$ cat src/rtl/rxdma_pkg.sv
`timescale 1ns/1ps
package rxdma_pkg;
    localparam int RA_CUR  = 0;
    localparam int RA_END  = 1;
    localparam int RA_BLEN = 2;
    localparam int RA_STAT = 3;
    localparam int RA_CTRL = 4;

    localparam int SB_RUN = 0;
    localparam int SB_FWE = 1;
    localparam int SB_EOT = 4;
    localparam int SB_EOM = 5;
    localparam int SB_BOF = 6;
    localparam int SB_COF = 7;

    localparam int CB_IE    = 0;
    localparam int CB_ABORT = 7;

    localparam int OFS_BPTR = 4;
    localparam int OFS_TAIL = 8;

    typedef enum logic [2:0] {
        ST_IDLE, ST_CHECK, ST_RDCH, ST_RDBP, ST_LATCH, ST_FILL, ST_WRDESC
    } dstate_t;

    typedef struct packed {
        logic       eom;
        logic [1:0] rsvd;
        logic [4:0] err;
    } dstat_t;

    typedef struct packed {
        logic cof;
        logic bof;
        logic eom;
        logic eot;
    } dflags_t;

    function automatic logic [31:0] desc_tail(input dstat_t s, input logic [15:0] len);
        return {8'h00, s, len};
    endfunction

    function automatic logic [3:0] lane_mask(input logic [1:0] a);
        return 4'b0001 << a;
    endfunction
endpackage

$ cat src/rtl/rxdma_regs.sv
`timescale 1ns/1ps
module rxdma_regs
    import rxdma_pkg::*;
#(
    parameter int AW   = 16,
    parameter int LENW = 16
) (
    input  logic            clk,
    input  logic            rst,
    input  logic            reg_wr,
    input  logic [2:0]      reg_addr,
    input  logic [31:0]     reg_wdata,
    output logic [31:0]     reg_rdata,
    input  logic            ev_adv,
    input  logic [AW-1:0]   adv_ptr,
    input  logic            ev_halt,
    input  logic            ev_eom,
    input  logic            ev_bof,
    output logic [AW-1:0]   cur_ptr,
    output logic [AW-1:0]   end_ptr,
    output logic [LENW-1:0] buf_len,
    output logic            run,
    output logic            abort,
    output logic            eom_irq
);
    logic    wr_cur, wr_end, wr_blen, wr_stat, wr_ctrl;
    logic    ie_q, irq_q, run_q;
    dflags_t flags_q, flags_nx;
    logic    unused_w;

    assign unused_w = ^reg_wdata;
    assign wr_cur  = reg_wr && (reg_addr == 3'(RA_CUR));
    assign wr_end  = reg_wr && (reg_addr == 3'(RA_END));
    assign wr_blen = reg_wr && (reg_addr == 3'(RA_BLEN));
    assign wr_stat = reg_wr && (reg_addr == 3'(RA_STAT));
    assign wr_ctrl = reg_wr && (reg_addr == 3'(RA_CTRL));
    assign abort   = wr_ctrl && reg_wdata[CB_ABORT];

    always_comb begin
        flags_nx = flags_q;
        if (wr_stat && reg_wdata[SB_FWE]) begin
            if (reg_wdata[SB_EOT]) flags_nx.eot = 1'b0;
            if (reg_wdata[SB_EOM]) flags_nx.eom = 1'b0;
            if (reg_wdata[SB_BOF]) flags_nx.bof = 1'b0;
            if (reg_wdata[SB_COF]) flags_nx.cof = 1'b0;
        end
        if (ev_halt) flags_nx.eot = 1'b1;
        if (ev_bof)  flags_nx.bof = 1'b1;
        if (ev_eom) begin
            if (flags_nx.eom) flags_nx.cof = 1'b1;
            flags_nx.eom = 1'b1;
        end
    end

    always_ff @(posedge clk) begin
        if (rst) begin
            cur_ptr <= '0;
            end_ptr <= '0;
            buf_len <= '0;
            run_q   <= 1'b0;
            ie_q    <= 1'b0;
            irq_q   <= 1'b0;
            flags_q <= '0;
        end else begin
            irq_q <= ev_eom && ie_q;
            if (wr_cur)       cur_ptr <= reg_wdata[AW-1:0];
            else if (ev_adv)  cur_ptr <= adv_ptr;
            if (wr_end)  end_ptr <= reg_wdata[AW-1:0];
            if (wr_blen) buf_len <= reg_wdata[LENW-1:0];
            if (wr_ctrl) ie_q <= reg_wdata[CB_IE];
            if (abort) begin
                run_q   <= 1'b0;
                flags_q <= '0;
            end else begin
                flags_q <= flags_nx;
                if (wr_stat && !reg_wdata[SB_FWE]) run_q <= reg_wdata[SB_RUN];
                else if (ev_halt)                  run_q <= 1'b0;
            end
        end
    end

    assign run     = run_q;
    assign eom_irq = irq_q;

    always_comb begin
        reg_rdata = '0;
        case (reg_addr)
            3'(RA_CUR):  reg_rdata = 32'(cur_ptr);
            3'(RA_END):  reg_rdata = 32'(end_ptr);
            3'(RA_BLEN): reg_rdata = 32'(buf_len);
            3'(RA_STAT): reg_rdata = {24'h0, flags_q.cof, flags_q.bof, flags_q.eom,
                                      flags_q.eot, 3'b000, run_q};
            3'(RA_CTRL): reg_rdata = {31'h0, ie_q};
            default:     reg_rdata = '0;
        endcase
    end

    p_halt_stops_r6: assert property (@(posedge clk) disable iff (rst)
        (ev_halt && !wr_stat && !abort) |=> (!run_q && flags_q.eot));

    p_fwe_gate_r8: assert property (@(posedge clk) disable iff (rst)
        (wr_stat && !reg_wdata[SB_FWE] && !ev_halt && !ev_eom && !ev_bof)
        |=> $stable(flags_q));

    p_irq_pulse_r11: assert property (@(posedge clk) disable iff (rst)
        eom_irq |=> !eom_irq);

    p_irq_gate_r11: assert property (@(posedge clk) disable iff (rst)
        eom_irq |-> $past(ie_q && ev_eom));
endmodule

$ cat src/rtl/rxdma_ctrl.sv
`timescale 1ns/1ps
module rxdma_ctrl
    import rxdma_pkg::*;
#(
    parameter int AW   = 16,
    parameter int LENW = 16
) (
    input  logic            clk,
    input  logic            rst,
    input  logic            abort,
    input  logic            run,
    input  logic [AW-1:0]   cur_ptr,
    input  logic [AW-1:0]   end_ptr,
    input  logic [LENW-1:0] buf_len,
    input  logic            rx_valid,
    input  logic [7:0]      rx_data,
    input  logic            rx_last,
    input  logic [4:0]      rx_err,
    output logic            rx_ready,
    output logic            mem_req,
    output logic            mem_we,
    output logic [AW-1:0]   mem_addr,
    output logic [3:0]      mem_be,
    output logic [31:0]     mem_wdata,
    input  logic [31:0]     mem_rdata,
    output logic            ev_adv,
    output logic [AW-1:0]   adv_ptr,
    output logic            ev_halt,
    output logic            ev_eom,
    output logic            ev_bof
);
    dstate_t         state;
    logic [AW-1:0]   chain_q, bptr_q;
    logic [LENW-1:0] cnt_q, cnt_inc;
    dstat_t          stat_q;
    logic            in_frame_q, drop_q, at_end, unused_r;

    assign unused_r = ^mem_rdata;
    assign at_end   = (cur_ptr == end_ptr);
    assign cnt_inc  = cnt_q + 1'b1;

    always_comb begin
        rx_ready  = 1'b0;
        mem_req   = 1'b0;
        mem_we    = 1'b0;
        mem_addr  = cur_ptr;
        mem_be    = 4'b0000;
        mem_wdata = '0;
        ev_adv    = 1'b0;
        adv_ptr   = chain_q;
        ev_eom    = 1'b0;
        case (state)
            ST_IDLE:  rx_ready = !(run && !drop_q);
            ST_RDCH:  mem_req = 1'b1;
            ST_RDBP: begin
                mem_req  = 1'b1;
                mem_addr = cur_ptr + AW'(OFS_BPTR);
            end
            ST_FILL: begin
                rx_ready  = 1'b1;
                mem_req   = rx_valid;
                mem_we    = 1'b1;
                mem_addr  = bptr_q + AW'(cnt_q);
                mem_be    = lane_mask(mem_addr[1:0]);
                mem_wdata = {4{rx_data}};
            end
            ST_WRDESC: begin
                mem_req   = 1'b1;
                mem_we    = 1'b1;
                mem_addr  = cur_ptr + AW'(OFS_TAIL);
                mem_be    = 4'b0111;
                mem_wdata = desc_tail(stat_q, 16'(cnt_q));
                ev_adv    = 1'b1;
                ev_eom    = stat_q.eom;
            end
            default: ;
        endcase
    end

    assign ev_halt = (state == ST_CHECK) && run && at_end;
    assign ev_bof  = (state == ST_IDLE) && rx_ready && rx_valid && rx_last;

    always_ff @(posedge clk) begin
        if (rst || abort) begin
            state      <= ST_IDLE;
            chain_q    <= '0;
            bptr_q     <= '0;
            cnt_q      <= '0;
            stat_q     <= '0;
            in_frame_q <= 1'b0;
            drop_q     <= 1'b0;
        end else begin
            case (state)
                ST_IDLE: begin
                    if (rx_ready && rx_valid) drop_q <= !rx_last;
                    else if (run && !drop_q)  state  <= ST_CHECK;
                end
                ST_CHECK: begin
                    if (!run || at_end) begin
                        drop_q     <= in_frame_q;
                        in_frame_q <= 1'b0;
                        state      <= ST_IDLE;
                    end else begin
                        state <= ST_RDCH;
                    end
                end
                ST_RDCH: state <= ST_RDBP;
                ST_RDBP: begin
                    chain_q <= mem_rdata[AW-1:0];
                    state   <= ST_LATCH;
                end
                ST_LATCH: begin
                    bptr_q <= mem_rdata[AW-1:0];
                    cnt_q  <= '0;
                    state  <= ST_FILL;
                end
                ST_FILL: begin
                    if (rx_valid) begin
                        cnt_q <= cnt_inc;
                        if (rx_last) begin
                            stat_q     <= '{eom: 1'b1, rsvd: 2'b00, err: rx_err};
                            in_frame_q <= 1'b0;
                            state      <= ST_WRDESC;
                        end else if (cnt_inc == buf_len) begin
                            stat_q     <= '0;
                            in_frame_q <= 1'b1;
                            state      <= ST_WRDESC;
                        end
                    end
                end
                ST_WRDESC: state <= ST_CHECK;
                default:   state <= ST_IDLE;
            endcase
        end
    end

    p_no_end_fetch_r6: assert property (@(posedge clk) disable iff (rst)
        (mem_req && !mem_we) |-> !at_end);

    p_fill_bound_r3: assert property (@(posedge clk) disable iff (rst)
        (state == ST_FILL && buf_len != '0) |-> (cnt_q < buf_len));

    p_tail_single_r1: assert property (@(posedge clk) disable iff (rst)
        (mem_req && mem_be == 4'b0111) |=> (state == ST_CHECK || state == ST_IDLE));

    p_busy_stall_r12: assert property (@(posedge clk) disable iff (rst)
        (mem_req && !(state == ST_FILL)) |-> !rx_ready);
endmodule

$ cat src/rtl/rxdma_chan.sv
`timescale 1ns/1ps
module rxdma_chan
    import rxdma_pkg::*;
#(
    parameter int AW   = 16,
    parameter int LENW = 16
) (
    input  logic          clk,
    input  logic          rst,
    input  logic          reg_wr,
    input  logic [2:0]    reg_addr,
    input  logic [31:0]   reg_wdata,
    output logic [31:0]   reg_rdata,
    input  logic          rx_valid,
    input  logic [7:0]    rx_data,
    input  logic          rx_last,
    input  logic [4:0]    rx_err,
    output logic          rx_ready,
    output logic          mem_req,
    output logic          mem_we,
    output logic [AW-1:0] mem_addr,
    output logic [3:0]    mem_be,
    output logic [31:0]   mem_wdata,
    input  logic [31:0]   mem_rdata,
    output logic          eom_irq
);
    logic            ev_adv, ev_halt, ev_eom, ev_bof, run, abort;
    logic [AW-1:0]   adv_ptr, cur_ptr, end_ptr;
    logic [LENW-1:0] buf_len;

    rxdma_regs #(.AW(AW), .LENW(LENW)) u_regs (
        .clk(clk), .rst(rst), .reg_wr(reg_wr), .reg_addr(reg_addr),
        .reg_wdata(reg_wdata), .reg_rdata(reg_rdata),
        .ev_adv(ev_adv), .adv_ptr(adv_ptr), .ev_halt(ev_halt),
        .ev_eom(ev_eom), .ev_bof(ev_bof),
        .cur_ptr(cur_ptr), .end_ptr(end_ptr), .buf_len(buf_len),
        .run(run), .abort(abort), .eom_irq(eom_irq)
    );

    rxdma_ctrl #(.AW(AW), .LENW(LENW)) u_ctrl (
        .clk(clk), .rst(rst), .abort(abort), .run(run),
        .cur_ptr(cur_ptr), .end_ptr(end_ptr), .buf_len(buf_len),
        .rx_valid(rx_valid), .rx_data(rx_data), .rx_last(rx_last),
        .rx_err(rx_err), .rx_ready(rx_ready),
        .mem_req(mem_req), .mem_we(mem_we), .mem_addr(mem_addr),
        .mem_be(mem_be), .mem_wdata(mem_wdata), .mem_rdata(mem_rdata),
        .ev_adv(ev_adv), .adv_ptr(adv_ptr), .ev_halt(ev_halt),
        .ev_eom(ev_eom), .ev_bof(ev_bof)
    );
endmodule

$ cat config.mk
export PLATFORM = sky130hd
export DESIGN_NAME = rxdma_chan
export DESIGN_NICKNAME = d
export VERILOG_FILES = /design/src/rtl/rxdma_pkg.sv /design/src/rtl/rxdma_regs.sv /design/src/rtl/rxdma_ctrl.sv /design/src/rtl/rxdma_chan.sv
export SDC_FILE = /design/constraint.sdc
export NUM_CORES = 1
export LEC_CHECK = 0
export BUFFER_PORTS_ARGS = -buffer_cell sky130_fd_sc_hd__buf_2
export CORE_MARGIN = 2
export CORE_UTILIZATION = 30
export CTS_CLUSTER_SIZE = 40
export DETAILED_ROUTE_END_ITERATION = 6
export HOLD_SLACK_MARGIN = 0.08
export PLACE_DENSITY = 0.55
export SYNTH_ARGS = -nofsm -noshare
export SYNTH_HDL_FRONTEND = slang
export SYNTH_SLANG_ARGS = --single-unit
$ cat constraint.sdc
create_clock -name clk -period 6.5 [get_ports clk]
set_input_delay 0.975 -clock clk [delete_from_list [all_inputs] [get_ports clk]]
set_output_delay 0.975 -clock clk [all_outputs]
set_load 0.005 [all_outputs]
=== Yosys cells after proc, flatten, opt, wreduce, memory -nomap -nowiden ===
Cells that the tools add are included.

* Add/subtract/negate cells: 4
* Eq/ne operators: 18
* Shifts and indexed selects: 1
* Multiplexer cells: 42
* Reduce and logical (&&, ||, !) cells: 45

{| class="wikitable"
|+ Operator list
! cell !! count
|-
| 16-bit one-hot mux with 5 select lines || 1
|-
| 32-bit one-hot mux with 2 select lines || 1
|-
| 16-bit two-way mux || 3
|-
| 16-bit one-hot mux with 3 select lines || 1
|-
| 16-bit equality test || 2
|-
| 16-bit one-hot mux with 2 select lines || 1
|-
| 3-bit one-hot mux with 7 select lines || 1
|-
| 1-bit two-way mux || 20
|-
| 2-bit nonzero test || 10
|-
| 16-bit by 1-bit adder with 16-bit output, second input constant || 1
|-
| 16-bit adder || 1
|-
| 16-bit by 3-bit adder with 16-bit output, second input constant || 1
|-
| 16-bit by 4-bit adder with 16-bit output, second input constant || 1
|-
| 1-bit logical AND || 16
|-
| 8-bit two-way mux || 2
|-
| 3-bit two-way mux || 5
|-
| 3-bit by 2-bit equality test with 1-bit output, second input constant || 4
|-
| 3-bit equality test, second input constant || 4
|-
| 2-bit inequality test, second input constant || 5
|-
| 1-bit one-hot mux with 2 select lines || 4
|-
| 4-bit one-hot mux with 2 select lines || 1
|-
| 4-bit AND reduction || 2
|-
| 3-bit by 1-bit equality test with 1-bit output, second input constant || 2
|-
| 3-bit zero test || 2
|-
| other kinds (10) || 19
|}

* Bits in registers: 116
* Output and inout bits: 88
* Logic and storage cells: 129

=== Logic depth before layout (Yosys ltp) ===
Gate-level depths: netlist (run 1).

* Depth in word-level cells: 9
* Gate-level depth with buffers: 10
* Gate-level depth less buffers: 10

=== Modules after synthesis ===
From an unflattened synthesis (run 1), not the netlist that was laid out.

* Cells, all modules: 1002
* Area, all modules: 7724.9 µm²

{| class="wikitable"
|+ Modules (own cells, without submodules)
! module !! instances !! cells an instance !! area an instance (µm²)
|-
| rxdma_ctrl || 1 || 680 || 4912.2
|-
| rxdma_regs || 1 || 322 || 2812.7
|}

=== Least setup slack after synthesis (run 1) ===
Ideal clock, no wire load.

* Kind: register to output
* Start point: reg u_ctrl.cnt_q[0]
* End point: out mem_addr[14]
* Data arrival time: 2.345 ns
* Slack: 3.180 ns
* Cell stages (with the launch flop): 11
* Cell sequence: dfxtp_1 > ha_1 > inv_1 > fa_1 > nor2b_1 > o21ai_0 > a21boi_0 > o211ai_1 > a21boi_0 > o21ai_0 > a31o_2

* Cells in the longest elaborated chain, start to end: 2

{| class="wikitable"
|+ RTL lines
! element !! RTL line !! RTL
|-
| start: declaration || rxdma_ctrl.sv:34 || <nowiki>logic [LENW-1:0] cnt_q, cnt_inc;</nowiki>
|-
| start signal: assignment || rxdma_ctrl.sv:119 || <nowiki>cnt_q <= cnt_inc;</nowiki>
|-
| 16-bit adder || rxdma_ctrl.sv:63 || <nowiki>mem_addr = bptr_q + AW'(cnt_q);</nowiki>
|-
| 16-bit one-hot mux with 3 select lines || rxdma_ctrl.sv:52 || <nowiki>case (state)</nowiki>
|-
| end: declaration || rxdma_chan.sv:21 || <nowiki>output logic [AW-1:0] mem_addr,</nowiki>
|}

No other way between the ends.

=== Final worst setup path (run 1) ===
Ends and elaborated chain as after synthesis.

==> results of run 1 <==
==> routing by layer <==
| layer | vias up | routed length, um | GRT usage (%) |
|---|---|---|---|
| met3 | 28 | 1580 | 4.08 |
| met1 | 3510 | 12100 | 27.1 |
| met2 | 257 | 11700 | 30.6 |
| met5 | - | 0 | 0 |
| met4 | 0 | 533 | 5.97 |
| li1 | 3699 | - | - |
==> kinds of logic (layout without fill, tap and decap cells) <==
logic type	count (synthesis)	after routing	synth area share [%]
flops	114	114	30.7
xor+xnor	49	49	5.77
buf+inv	104	178	7.02
other cells	1	16	0.0504
simple gates	443	443	27.2
compound gates	271	271	22.3
mux	21	21	3.67
fa+ha+maj	19	19	3.30
==> critical path, stage by stage (launching register included) <==
cell and delay [ns]:
dfxtp_1 0.61, ha_1 0.28, inv_1 0.06, fa_1 0.39, nor2b_1 0.18, o21ai_0 0.12
a21boi_0 0.45, o211ai_1 0.25, a21boi_0 0.23, o21ai_0 0.10, a31o_2 0.24, buf_2 0.13
==> per-stage QoR <==
step	hold WS [ns]	total power, mW	area [um2]	cells
3_5_place_dp	0.448	0.850	8120	1406
3_3_place_gp	0.447	0.849	8120	1406
5_1_grt	0.479	1.83	8710	1435
6_report	0.454	1.78	8710	1435
2_1_floorplan	0.433	0.803	7490	1037
4_1_cts	0.458	1.79	8710	1435
==> flip-flops by register name, summed over array words and instances (netlist names), 3 cells and up <==
signal          count
u_regs.buf_len     16
u_ctrl.cnt_q       16
u_ctrl.bptr_q      16
u_ctrl.state        3
u_regs.cur_ptr     16
u_regs.end_ptr     16
u_ctrl.stat_q       6
u_ctrl.adv_ptr     16
u_regs.flags_q      4
==> cell type report <==
cell class                 instances  area [um2]
timing repair buffer             131         673
multi-input combinational        819        4690
clock inverter                     4        72.6
tap                              324         405
sequential                       114        2280
clock buffer                      25         515
fill                            2627       15600
inverter                          18        67.6
==> layout by cell type (no fill, tap or decap), types with 13 or more instances in the layout <==
cell type	netlist	routed
nand2_1	219	219
a21oi_1	125	125
buf_2	1	124
dfxtp_1	114	114
nor2_1	98	97
o21ai_0	43	43
xor2_1	29	29
nand3_1	27	27
a21o_1	21	21
xnor2_1	20	20
inv_1	18	18
a311oi_1	18	18
ha_1	18	18
clkbuf_16	0	17
mux2i_1	16	16
conb_1	1	16
nor2b_1	15	15
and2_1	13	13
==> power by group <==
group	total [mW]	internal [mW]	switching, mW
Clock	0.943	0.618	0.325
Combinational	0.111	0.0408	0.0703
Sequential	0.725	0.708	0.0168
Total	1.78	1.37	0.412
==> path summary, 6_finish.rpt <==
kind | depth (start not counted) | endpoint | from
worst max-delay path | 11 | mem_addr[14] | u_ctrl.cnt_q[0]$_SDFFE_PP0P_
worst min-delay path | 2 | u_ctrl.adv_ptr[11]$_SDFFE_PP0P_ | u_ctrl.adv_ptr[11]$_SDFFE_PP0P_
worst max register to register | 8 | u_ctrl.stat_q[2]$_SDFFE_PP0P_ | u_ctrl.cnt_q[0]$_SDFFE_PP0P_
worst min register to register | 2 | u_ctrl.adv_ptr[11]$_SDFFE_PP0P_ | u_ctrl.adv_ptr[11]$_SDFFE_PP0P_
==> results by group, run 1 <==
CTS
  • CTS tree: yes
  • Clock Path Buffers: 2
  • Later-pin clock latency in the skew report: 0.42 ns
  • H-tree levels: 4
  • Cts bufs inserted: 17
  • # clock sinks: 114
  • Post-CTS setup buffer count: 0
  • Clock root buffer master: clkbuf_16
  • Hold buffer count at CTS: 0
  • Clock slew at reported path FFs: 0.06 ns
  • CTS resizes: 0

Drt
  • Drt total wl: 25900 um
  • Drt initial violations: 616
  • DRT Pass-1 Iters: 5
  • Routed Antenna Nets: 0
  • Vias: 7494
  • # DRC: 0
  • Drt wl/cell: 18.0 um
  • Vias per Instance: 5.22

Pwr
  • PD cells: 204 nW/um2
  • Peak supply drop: 0.000130 V
  • Lkg Pwr: 3.68 nW

Setup path
  • Setup crit end kind: primary output
  • Worst setup path category: reg -> out
  • Flop-to-flop setup slack: 3.25 ns
  • CP Data Required Time: 5.52 ns
  • Startpoint Class: flop
  • Critical Path AT: 3.45 ns
  • CP max FO: 9

Logic synthesis
  • Synth Cell Area: 7440 um2
  • Async SR Flop Fraction: 0%
  • Register area share after synthesis: 30.7%
  • YS warnings: 0
  • Mean post-synth cell area: 7.28 um2
  • FF+latch count, synth: 114
  • Cells after Synth: 1022
  • Most frequent cells after synthesis: nand2_1 (219), a21oi_1 (125), dfxtp_1 (114)
  • EDFF count, synth: 0
  • Synth cell types: 70
  • Synth top area cells: dfxtp_1 (31%), nand2_1 (11%), a21oi_1 (8.4%), nor2_1 (4.9%), xor2_1 (3.4%)
  • Top_reg_cell synth: dfxtp_1
  • Most numerous cell in the Yosys netlist: nand2_1
  • Synth top area share: 30.7%
  • Area leader, netlist: dfxtp_1

Die
  • Core area: 24300 um2
  • Initial Utilization: 30.6%
  • Die ar.: 26100 um2
  • Ports: 173
  • Die Y: 161 um
  • Cell row count: 57
  • Die width: 161 um

Global route
  • GRT overflow: 0
  • Initial antenna violation count: 0
  • First-pass GRT wire length: 39700 um
  • Vias in the first global route: 6786
  • GRT Util Overall: 19.6%
  • Largest net degree at the start of global routing: 53

STA
  • RSZ-0062 raised after global routing: no
  • Pins over their slew limit: 0
  • Final setup fails: 0
  • Sum Neg Setup Slack: 0 ns
  • Rel. slew slack: 27.6%
  • Final period util: 68.1%
  • Endpoints failing hold: 0
  • Clk_skew: 0.0139 ns
  • Fmax: 226 MHz
  • Setup ws final: 2.08 ns
  • Fin crit period: 4.42 ns
  • Worst-margin pin slew: 1.08 ns

Place
  • Port bufs: 124
  • Post-placement setup slack: 2.52 ns
  • GPL Wtd Cong: 0.878
  • DP HPWL: 19500 um

Hold path
  • Hold Path Class: reg -> reg

Job
  • Max-Cap Viols: 0

Final layout
  • Ant diodes: 0
  • Area Overhead vs Synth: 17.1%
  • Final nets: 1205
  • Share of layout cells above drive strength 1: 16.1%
  • Layout Utilization: 35.8%

Outcome
  • Status: completed
Note: power is estimated with default switching activity, not from simulation.
==> inputs of run 2 (changes only) <==
--- a/config.mk
+++ b/config.mk
@@ -11,7 +11,7 @@
 export CTS_CLUSTER_SIZE = 40
 export DETAILED_ROUTE_END_ITERATION = 6
 export HOLD_SLACK_MARGIN = 0.08
-export PLACE_DENSITY = 0.55
+export PLACE_DENSITY = 0.56
 export SYNTH_ARGS = -nofsm -noshare
 export SYNTH_HDL_FRONTEND = slang
 export SYNTH_SLANG_ARGS = --single-unit
==> constraint.sdc (replaced) <==
create_clock -name clk -period 4 [get_ports clk]
set_input_delay 0.6 -clock clk [delete_from_list [all_inputs] [get_ports clk]]
set_output_delay 0.6 -clock clk [all_outputs]
set_load 0.005 [all_outputs]
==> run 2 against run 1 <==
  * Register-to-register slack lost 2.5 ns
  * Via count rose by 1.5%
  * Clock skew is 0.0030 ns higher
  * Sequential power increased by 63%
  * Largest cell class unchanged
  * Combinational power increased by 64%
  * Critical path depth down 1
  * Total power is 52% higher
  * First-iteration DRC count grew 0.81%
  * Die area did not move
  * Setup slack lost 1.8 ns
  * Critical path type unchanged
  * Final area increased by 0.20%
==> results by group, run 2 (synthesis results as in run 1) <==
Hold path
  • Hold worst-path end: u_ctrl.stat_q[1]$_SDFFE_PP0P_
  • Hold Path Class: in -> reg
  • Worst Hold Launch: rx_err[1]
  • Hold path cells: 3

Drt
  • Drt wl/cell: 17.9 um
  • Routed Antenna Nets: 0
  • Drt total wl: 26000 um
  • Vias: 7604
  • Drt initial violations: 621
  • # DRC: 0
  • Vias per Instance: 5.24
  • DRT Pass-1 Iters: 5

STA
  • Clk_skew: 0.0169 ns
  • Pins over their slew limit: 0
  • Endpoints failing hold: 0
  • Fin crit period: 3.74 ns
  • RSZ-0062 raised after global routing: no
  • Setup ws final: 0.262 ns
  • Fmax: 267 MHz
  • Rel. slew slack: 40.0%
  • Hold Worst Slack: 0.372 ns
  • Final setup fails: 0
  • Final period util: 93.5%
  • Worst-margin pin slew: 0.897 ns
  • Sum Neg Setup Slack: 0 ns

Pwr
  • PD cells: 311 nW/um2
  • Total power: 2.71 mW
  • Lkg Pwr: 3.70 nW
  • Peak supply drop: 0.000203 V

Setup path
  • Critical Path AT: 3.14 ns
  • Setup crit end kind: primary output
  • Startpoint Class: flop
  • Worst r2r dst: u_ctrl.stat_q[4]$_SDFFE_PP0P_
  • Flop-to-flop setup slack: 0.80 ns
  • CP Data Required Time: 3.40 ns
  • Worst reg2reg path depth: 8
  • CP max FO: 8
  • Worst setup path category: reg -> out
  • Worst r2r src: u_ctrl.cnt_q[1]$_SDFFE_PP0P_

Final layout
  • Multi-input logic area: 4690 um2
  • Fill cells: 2644
  • Area occupied by registers: 2280 um2
  • Area Overhead vs Synth: 17.3%
  • Share of layout cells above drive strength 1: 17.1%
  • Final nets: 1217
  • Commonest cells after routing, fill and taps aside: nand2_1 (219), a21oi_1 (125), buf_2 (124)
  • Most common library cell in the layout ignoring fill and taps: nand2_1
  • Ant diodes: 0

Global route
  • Initial antenna violation count: 0
  • Largest net degree at the start of global routing: 52
  • GRT overflow: 0
  • GRT Util Overall: 19.7%
  • First-pass GRT wire length: 39600 um
  • Vias in the first global route: 6820

Place
  • DP HPWL: 19600 um
  • Port bufs: 124
  • Post-placement setup slack: 0.584 ns
  • GPL Wtd Cong: 0.896

CTS
  • # clock sinks: 114
  • Post-CTS setup buffer count: 0
  • CTS resizes: 0
  • Clock Path Buffers: 2
  • Cts bufs inserted: 17
  • Hold buffer count at CTS: 0
  • H-tree levels: 4
  • CTS tree: yes
  • Later-pin clock latency in the skew report: 0.43 ns
  • Clock root buffer master: clkbuf_16
  • Clock slew at reported path FFs: 0.06 ns

Outcome
  • Status: completed

Die
  • Die Y: 161 um
  • Ports: 173
  • Die ar.: 26100 um2
  • Initial Utilization: 30.6%
  • Core area: 24300 um2
  • Die width: 161 um
  • Cell row count: 57

Job
  • Max-Cap Viols: 0
==> run 2: final cells by class <==
type / instances / area share [%]
multi-input cells: 819 / 53.8
flip-flops and latches: 114 / 26.2
repair buffers: 143 / 8.75
clock buffers: 21 / 5.16
well taps: 324 / 4.65
inverters: 18 / 0.774
clock inverters: 11 / 0.746
==> run 2: through the flow <==
step                std cells  util, %  area [um2]
floorplan                1037        -        7490
global placement         1418     33.8        8210
detailed placement       1418     33.8        8210
CTS                      1450     35.9        8730
global route             1450     35.9        8730
finish                   1450     35.9        8730
==> run 2: worst max path at each step <==
stage | slack, ns | start | end | depth (start not counted)
finish | 0.26 | u_ctrl.cnt_q[1]$_SDFFE_PP0P_ | mem_addr[14] | 10
floorplan | 1.05 | u_ctrl.cnt_q[0]$_SDFFE_PP0P_ | mem_addr[14] | 10
global placement | 0.65 | u_ctrl.cnt_q[1]$_SDFFE_PP0P_ | mem_addr[14] | 10
global route | 0.02 | u_ctrl.cnt_q[1]$_SDFFE_PP0P_ | mem_addr[14] | 10
detailed placement | 0.58 | u_ctrl.cnt_q[1]$_SDFFE_PP0P_ | mem_addr[14] | 10
CTS | 0.12 | u_ctrl.cnt_q[1]$_SDFFE_PP0P_ | mem_addr[14] | 10
==> run 2: report_power, final <==
group / switching (mW) / internal, mW / total (mW)
clock: 0.556 / 0.796 / 1.35
combinational: 0.114 / 0.0679 / 0.182
sequential: 0.0271 / 1.15 / 1.18
==> run 2: critical path: stages, from the launching register on <==
cell and delay, ns:
dfxtp_1 0.58, inv_1 0.12, fa_1 0.46, nor2b_1 0.19, o21ai_0 0.13, a21boi_1 0.33, o211ai_1 0.21, a21boi_0 0.23
o21ai_0 0.10, a31o_2 0.24, buf_2 0.12
==> run 2: routing by layer <==
layer	up-vias	wire [um]	part of all wire, %	track usage [%]
met4	0	773	3.0	7.67
li1	3718	-	-	-
met2	307	11400	44	29.9
met5	-	0	0	0
met1	3543	11900	46	27.5
met3	36	1910	7.3	4.01
